==> config.mk <==
export PLATFORM = sky130hd
export DESIGN_NAME = pit_timer
export DESIGN_NICKNAME = d
export VERILOG_FILES = /design/src/rtl/pit_pkg.sv /design/src/rtl/pit_counter.sv /design/src/rtl/pit_irq.sv /design/src/rtl/pit_timer.sv
export SDC_FILE = /design/constraint.sdc
export NUM_CORES = 1
export LEC_CHECK = 0
export ABC_AREA = 1
export BUFFER_PORTS_ARGS = -buffer_cell sky130_fd_sc_hd__buf_2
export CORE_ASPECT_RATIO = 1.5
export CORE_MARGIN = 4
export CORE_UTILIZATION = 40
export CTS_CLUSTER_DIAMETER = 120
export DETAILED_ROUTE_END_ITERATION = 6
export GPL_ROUTABILITY_DRIVEN = 0
export PLACE_DENSITY = 0.56
export SLEW_MARGIN = 20
export SYNTH_ARGS = -nofsm -noshare
export SYNTH_HDL_FRONTEND = slang
export SYNTH_SLANG_ARGS = --single-unit
==> constraint.sdc <==
create_clock -name clk -period 4.3 [get_ports clk]
set_input_delay 0 -clock clk [delete_from_list [all_inputs] [get_ports clk]]
set_output_delay 0 -clock clk [all_outputs]
set_load 0.005 [all_outputs]
==> src/rtl/pit_pkg.sv <==
package pit_pkg;
  // register byte offsets; the interrupt group is shared with neighbour blocks
  localparam int OFS_MASK   = 'h10;
  localparam int OFS_RAW    = 'h14;
  localparam int OFS_MASKED = 'h18;
  localparam int OFS_CLEAR  = 'h1c;
  localparam int OFS_COUNT  = 'h20;
  localparam int OFS_RELOAD = 'h24;
  localparam int OFS_CTRL   = 'h28;
  // bit of the shared interrupt group owned by this timer
  localparam int IRQ_BIT    = 1;
  // enable bit inside the control word
  localparam int RUN_BIT    = 1;
endpackage

==> src/rtl/pit_counter.sv <==
module pit_counter #(
  parameter int CNT_W = 32
) (
  input  logic             clk,
  input  logic             rst,
  input  logic             tick,
  input  logic             run,
  input  logic             start,
  input  logic [CNT_W-1:0] reload,
  output logic [CNT_W-1:0] count,
  output logic             expire
);
  logic armed;

  always_comb begin
    armed  = run && !start && tick && (reload != '0);
    expire = armed && (count <= CNT_W'(1));
  end

  always_ff @(posedge clk) begin
    if (rst) begin
      count <= '0;
    end else if (start) begin
      count <= reload;
    end else if (armed) begin
      if (count <= CNT_W'(1)) count <= reload;
      else                     count <= count - CNT_W'(1);
    end
  end


  step_down_chk: assert property (@(posedge clk) disable iff (rst)
    (run && !start && tick && reload != '0 && count > CNT_W'(1))
      |=> count == $past(count) - CNT_W'(1));


  idle_hold_chk: assert property (@(posedge clk) disable iff (rst)
    (!run && !start) |=> $stable(count));
endmodule

==> src/rtl/pit_irq.sv <==
module pit_irq (
  input  logic clk,
  input  logic rst,
  input  logic set,
  input  logic clr,
  input  logic mask_we,
  input  logic mask_d,
  output logic raw,
  output logic mask,
  output logic irq
);
  always_ff @(posedge clk) begin
    if (rst) begin
      raw  <= 1'b0;
      mask <= 1'b0;
      irq  <= 1'b0;
    end else begin
      if (set)      raw  <= 1'b1;
      else if (clr) raw  <= 1'b0;
      if (mask_we)  mask <= mask_d;
      irq <= raw && mask;
    end
  end


  set_wins_chk: assert property (@(posedge clk) disable iff (rst)
    set |=> raw);


  clear_works_chk: assert property (@(posedge clk) disable iff (rst)
    (clr && !set) |=> !raw);
endmodule

==> src/rtl/pit_timer.sv <==
module pit_timer #(
  parameter int ADDR_W = 8,
  parameter int DATA_W = 32,
  parameter int CNT_W  = 32
) (
  input  logic              clk,
  input  logic              rst,
  input  logic              tick,
  input  logic              bus_wr,
  input  logic              bus_rd,
  input  logic [ADDR_W-1:0] bus_addr,
  input  logic [DATA_W-1:0] bus_wdata,
  output logic [DATA_W-1:0] bus_rdata,
  output logic              irq
);
  import pit_pkg::*;

  localparam logic [ADDR_W-1:0] A_MASK   = ADDR_W'(OFS_MASK);
  localparam logic [ADDR_W-1:0] A_RAW    = ADDR_W'(OFS_RAW);
  localparam logic [ADDR_W-1:0] A_MASKED = ADDR_W'(OFS_MASKED);
  localparam logic [ADDR_W-1:0] A_CLEAR  = ADDR_W'(OFS_CLEAR);
  localparam logic [ADDR_W-1:0] A_COUNT  = ADDR_W'(OFS_COUNT);
  localparam logic [ADDR_W-1:0] A_RELOAD = ADDR_W'(OFS_RELOAD);
  localparam logic [ADDR_W-1:0] A_CTRL   = ADDR_W'(OFS_CTRL);

  logic             run;
  logic [CNT_W-1:0] reload_q;
  logic [CNT_W-1:0] count;
  logic             expire;
  logic             start;
  logic             raw, mask;
  logic             we_ctrl, we_reload, we_mask, we_clear;
  logic [DATA_W-1:0] rd_mux;

  always_comb begin
    we_ctrl   = bus_wr && (bus_addr == A_CTRL);
    we_reload = bus_wr && (bus_addr == A_RELOAD);
    we_mask   = bus_wr && (bus_addr == A_MASK);
    we_clear  = bus_wr && (bus_addr == A_CLEAR) && bus_wdata[IRQ_BIT];
    start     = we_ctrl && bus_wdata[RUN_BIT] && !run;
  end

  always_ff @(posedge clk) begin
    if (rst) begin
      run      <= 1'b0;
      reload_q <= '0;
    end else begin
      if (we_ctrl)           run      <= bus_wdata[RUN_BIT];
      if (we_reload && !run) reload_q <= bus_wdata[CNT_W-1:0];
    end
  end

  pit_counter #(.CNT_W(CNT_W)) u_cnt (
    .clk    (clk),
    .rst    (rst),
    .tick   (tick),
    .run    (run),
    .start  (start),
    .reload (reload_q),
    .count  (count),
    .expire (expire)
  );

  pit_irq u_irq (
    .clk     (clk),
    .rst     (rst),
    .set     (expire),
    .clr     (we_clear),
    .mask_we (we_mask),
    .mask_d  (bus_wdata[IRQ_BIT]),
    .raw     (raw),
    .mask    (mask),
    .irq     (irq)
  );

  always_comb begin
    rd_mux = '0;
    case (bus_addr)
      A_MASK:   rd_mux[IRQ_BIT] = mask;
      A_RAW:    rd_mux[IRQ_BIT] = raw;
      A_MASKED: rd_mux[IRQ_BIT] = raw && mask;
      A_COUNT:  rd_mux = DATA_W'(count);
      A_RELOAD: rd_mux = DATA_W'(reload_q);
      A_CTRL:   rd_mux[RUN_BIT] = run;
      default:  rd_mux = '0;
    endcase
  end

  always_ff @(posedge clk) begin
    if (rst)         bus_rdata <= '0;
    else if (bus_rd) bus_rdata <= rd_mux;
  end


  reload_lock_chk: assert property (@(posedge clk) disable iff (rst)
    (we_reload && run) |=> $stable(reload_q));


  start_copy_chk: assert property (@(posedge clk) disable iff (rst)
    start |=> (run && count == $past(reload_q)));


  zero_quiet_chk: assert property (@(posedge clk) disable iff (rst)
    (run && reload_q == '0 && !raw && !we_reload) |=> !raw);
endmodule

==> results of run 1 <==
[tightest hold or removal path, cell delays in order]
cell,delay (ns)
buf_2,0.09
nor2_1,0.05
o2111ai_1,0.09
nand3_1,0.06
o211ai_1,0.08
inv_1,0.04
[report_power, final]
group,switching [W],internal [W],total [W]
registers,0.00000755,0.000941,0.000948
clock network,0.000395,0.000405,0.000800
logic,0.0000956,0.0000730,0.000169
total,0.000498,0.00142,0.00192
[layer usage]
metal | wire, um | vias up
li1 | - | 2858
met1 | 6830 | 2582
met2 | 9260 | 153
met3 | 719 | 39
met4 | 790 | 0
met5 | 0 | -
[layout make-up]
cell class / count / area [um^2] / share of cell area [%]
clock buffer: 10 / 229 / 3.50
tap: 162 / 203 / 3.10
sequential: 100 / 2000 / 30.6
multi-input combinational: 571 / 2850 / 43.6
timing repair buffer: 113 / 736 / 11.2
clock inverter: 6 / 53.8 / 0.822
inverter: 125 / 470 / 7.19
[per-stage QoR]
stage	total power (W)	utilization, %	setup WS (ns)
2_1_floorplan	0.00106	-	2.64
3_3_place_gp	0.00112	43.9	1.87
3_5_place_dp	0.00112	43.9	1.83
4_1_cts	0.00193	48.3	1.80
5_1_grt	0.00199	48.4	1.61
6_report	0.00192	48.4	1.80
[cell usage after synthesis (all sizes together), types with 5 or more instances]
library cell | instances | area (um^2)
or2 | 6 | 37.5
o22ai | 16 | 100
o211ai | 18 | 159
nand4 | 6 | 37.5
inv | 124 | 465
a21oi | 63 | 315
nand3 | 60 | 313
xnor2 | 5 | 43.8
xor2 | 14 | 123
o21ai | 94 | 485
buf | 20 | 124
clkbuf | 20 | 75.1
nor2 | 142 | 601
dfxtp | 100 | 2000
nand2 | 133 | 519
nor3 | 7 | 45.0
[flip-flops by register name (all words and copies together), names as in the netlist]
signal	cells
u_irq.raw	1
u_irq.mask	1
bus_rdata	32
reload_q	32
u_irq.irq	1
u_cnt.count	32
run	1
[what timing repair did]
item                                   CTS  global route
hold buffers                            32             0
endpoints found under the hold margin   32             0
buffers inserted                         0             0
gates resized for setup                  0             0
[cells by family (layout without fill, tap and decap cells)]
family                     count (synthesis)  after routing  share of synthesized area (%)
AOI/OAI and AO/OA                        195            195                           19.9
buffers and inverters                    165            254                           12.1
DFF                                      100            100                           36.3
adders and majority gates                  2              2                          0.453
and+or+nand+nor                          355            355                           28.3
xor gates and xnor gates                  19             19                           3.02
[cells in the final DEF, fill, tap and decap left out, types with 32 or more instances in the layout]
master	instances
a21oi_1	63
nor2_1	125
o21ai_1	33
dlygate4sd3_1	32
o21ai_0	59
nand3_1	59
nand2_1	125
inv_1	121
buf_2	77
dfxtp_1	100
[worst min-delay path by stage]
stage | start | endpoint | slack (ns) | cells past startpoint
5_1_grt | bus_addr[6] | run | 0.12 | 6
4_1_cts | bus_addr[6] | run | 0.09 | 6
3_5_place_dp | bus_wdata[5] | reload_q[5] | 0.27 | 3
2_1_floorplan | bus_wdata[1] | run | 0.15 | 2
6_report | bus_addr[5] | bus_rdata[1] | 0.1 | 6
3_3_place_gp | bus_wdata[8] | reload_q[8] | 0.27 | 3
==> impl_metrics.toml, run 1 <==
[run]
drv_cap = 0

[timing]
tns_ns = 0
min_period_ns = 2.50
rsz0062_at_grt = "false"
finalHoldViolations = 0
worst_pin_slew_ns = 1.02
min_period_over_period_pct = 58.2
timing.fmax_mhz = 400
setup_viol = 0
relSlewSlack_pct = 32.2
hold_ws_ns = 0.0951
skew_ns = 0.00739
slew_viol_final = 0

[route]
avgViaCountPerCell = 5.18
drc = 0
detail-route-antenna-nets = 0
routedWlPerCell_um = 16.2
vias = 5632
drt_first_iter_violations = 297
first_pass_iters = 5
routed_wl_um = 17600

[finish]
drive_gt1_share_pct = 15.0
layout.nets = 967
finalInstanceArea_um2 = 6550
fillers = 1428
n_antenna_cell = 0
fin_cells = 1087
area_growth_syn_to_layout_pct = 18.6

[floorplanning]
dieWidth_um = 104
io_pins = 78
fp.coreArea_um2 = 13500
die_area_um2 = 15800
rows = 52
die_y_um = 152
initial_core_util_pct = 40.8

[clock_tree]
htreeDepth = 3
cts_buffer_depth = 2
insertion_delay_ns = 0.35
cts_made_buffers = 9
path_clk_slew_ns = 0.08
cts_root_buf = "clkbuf_16"
cts_tree = "yes"
cts.sinks = 100

[synth]
synth_top_flop_cell = "dfxtp_1"
synth_edf_count = 0
syn_area_um2 = 5520
ys_ff_latch = 100
async_flop_share_pct = 0
ys_warn_count = 0
yosysSeqAreaShare_pct = 36.3
synth_nets = 883
yosysUniqueCellTypes = 37
syn_area_per_cell_um2 = 6.60
syn_inst = 836

[critical_path]
critPathBufInv = 3
rrSetupSlack_ns = 1.80
cp-endpoint = "u_cnt.count[7]"
crit_type = "flop to flop"
endpoint_kind = "flop"
slowest_delay_ns = 0.56
cp_max_fo = 54
critPathSlowestCell = "nand2_2"
path_cells = "inv_1, nand3_1, nor2_1, nand2_1, o21bai_2, buf_4, nand2_2, or2_2, nand3_1, inv_1"
cp-start-kind = "flop"
crit_family = "simple AND/OR/NAND/NOR gates"
reg2reg_to = "u_cnt.count[7]"
required_ns = 4.54
arrival_ns = 2.74
r2r-start = "reload_q[23]"
setup.worst_path.start = "reload_q[23]"
r2r_cells = 10
cp.depth = 10

[grt]
grt_pass1_wl_um = 28200
met1_usage_pct = 24.9
grt_max_degree = 74
top_usage_layer = "met2"
antenna_found_initial = 0
overflow = 0
grt_use_met2_pct = 41.0
grtUsageMet3_pct = 2.89
grt_pass1_vias = 5481
grtUsageTotal_pct = 22.3

[min_path]
hold_path.class = "primary input to flop"

[power_and_ir_drop]
peakVddDrop_v = 0.000170
powerDensity_nw_per_um2 = 293
p_leak_nw = 3.31

[placed_design]
port_buffers = 77
dp_hpwl_um = 12900
placed_cell_area_um2 = 5940
dp.cells = 1039

[outcome]
outcome = "completed"
No activity file was read; power rests on OpenSTA's default activity.
==> run 2, diff against run 1 <==
clock period = 2.56 ns   (was 4.3 ns; I/O delays follow)
==> impl_metrics.toml, run 2 (synthesis results as in run 1) <==
[run]
drv_cap = 0

[critical_path]
required_ns = 2.79
arrival_ns = 2.33
rrSetupSlack_ns = 0.46
r2r-start = "u_cnt.count[22]"
reg2reg_to = "u_cnt.count[26]"
cp-start-kind = "flop"
r2r_cells = 10
crit_type = "flop to flop"
endpoint_kind = "flop"
cp_max_fo = 17

[finish]
top_regs = "bus_rdata: 32 flops, reload_q: 32 flops, u_cnt.count: 32 flops"
finalInstanceArea_um2 = 6650
layout.nets = 979
drive_gt1_share_pct = 16.2
regArea_um2 = 2000
fillers = 1415
layout_common_cells = "nor2_1 (125), nand2_1 (125), inv_1 (121)"
fin_cells = 1099
n_antenna_cell = 0
area_growth_syn_to_layout_pct = 20.5
multiInputGateArea_um2 = 2850

[power_and_ir_drop]
swShare_pct = 25.7
power_frac_clock_pct = 41.9
powerDensity_nw_per_um2 = 488
p_leak_nw = 3.37
p_sw_w = 0.000833
combinationalPowerShare_pct = 9.0
internal-power_w = 0.00241
p_seq_share_pct = 49.1
peakVddDrop_v = 0.000278

[route]
first_pass_iters = 5
detail-route-antenna-nets = 0
routedWlPerCell_um = 16.3
vias = 5693
drc = 0
avgViaCountPerCell = 5.18
drt_first_iter_violations = 280
routed_wl_um = 18000

[clock_tree]
cts_tree = "yes"
cts_buffer_depth = 2
cts_made_buffers = 9
cts.sinks = 100
insertion_delay_ns = 0.36
cts_root_buf = "clkbuf_16"
path_clk_slew_ns = 0.08
htreeDepth = 3

[floorplanning]
die_area_um2 = 15800
fp.coreArea_um2 = 13500
dieWidth_um = 104
initial_core_util_pct = 40.8
io_pins = 78
die_y_um = 152
rows = 52

[grt]
grtUsageTotal_pct = 22.8
met1_usage_pct = 25.9
overflow = 0
grtUsageMet3_pct = 3.61
grt_pass1_vias = 5670
grt_pass1_wl_um = 29100
grt_use_met2_pct = 43.1
top_usage_layer = "met2"
antenna_found_initial = 0
grt_max_degree = 65

[timing]
worst_pin_slew_ns = 0.654
min_period_ns = 2.10
rsz0062_at_grt = "false"
setup_viol = 0
skew_ns = 0.0104
finalHoldViolations = 0
slew_viol_final = 0
tns_ns = 0
timing.fmax_mhz = 477
min_period_over_period_pct = 81.9
hold_ws_ns = 0.0784
relSlewSlack_pct = 56.4

[min_path]
hold_end = "run"
worstHoldStart = "bus_addr[6]"
worstHoldPathCells = 6
hold_path.class = "primary input to flop"

[placed_design]
dp_hpwl_um = 13400
placed_cell_area_um2 = 6040
port_buffers = 77
dp.cells = 1051

[outcome]
outcome = "completed"
[run 2: cell types whose count changed in the layout (fill, tap and decap cells not counted)]
cell and delta:
inv_6 +1, nand2_4 -1, clkinv_4 -1, buf_4 +11, nand2_2 +1, clkinvlp_4 +1, inv_8 -1, clkbuf_8 +1
buf_12 +1, inv_2 +1, clkinv_2 -1, clkbuf_1 -1
[run 2: worst max-delay path, cell delays in order (launching register included)]
cell     delay (ns)
dfxtp_1        0.38
nor2_1         0.17
nand2_1        0.11
nor2_2         0.18
nand3_4        0.14
o21ai_4        0.51
nand2_1        0.20
nand2_1        0.10
nor2_1         0.04
nor2_1         0.08
nor2_1         0.04
[run 2: how the worst max path moves through the flow]
stage,from,to,slack (ns)
floorplan,u_cnt.count[0],u_cnt.count[31],0.90
global route,u_cnt.count[22],u_cnt.count[26],0.30
finish,u_cnt.count[22],u_cnt.count[26],0.46
CTS,u_cnt.count[0],u_cnt.count[7],0.48
global placement,u_cnt.count[28],u_cnt.count[26],0.51
detailed placement,u_cnt.count[0],u_cnt.count[8],0.50
[run 2: repair_timing]
item	4_1_cts	5_1_grt
hold endpoints to repair	32	0
hold buffers	32	0
gates resized for setup	0	0
buffers inserted	0	0
[run 2: area by class of cell]
type | count | area share, %
repair buffers | 125 | 12.6
clock buffers | 10 | 3.59
clock inverters | 6 | 0.753
well taps | 162 | 3.05
multi-input cells | 571 | 42.8
inverters | 125 | 7.06
flip-flops and latches | 100 | 30.1
[run 2: per-stage QoR]
step | total power [W] | utilization [%] | setup slack, ns
after global placement | 0.00188 | 44.6 | 0.507
after global routing | 0.00338 | 49.1 | 0.305
after CTS | 0.00326 | 49.1 | 0.477
final | 0.00324 | 49.1 | 0.464
after detailed placement | 0.00189 | 44.6 | 0.495
after floorplan | 0.00177 | - | 0.902
[run 2: power groups by stage]
stage	combinational (W)	sequential (W)	clock (W)
floorplan	0.000140	0.00163	0
global placement	0.000253	0.00163	0
detailed placement	0.000256	0.00163	0
CTS	0.000294	0.00159	0.00137
global route	0.000327	0.00160	0.00146
finish	0.000292	0.00159	0.00136
[run 2: per-layer routing]
layer,wire length (um),vias to the layer above
met1,7220,2656
met2,9730,135
met4,380,0
met5,0,-
li1,-,2878
met3,628,24
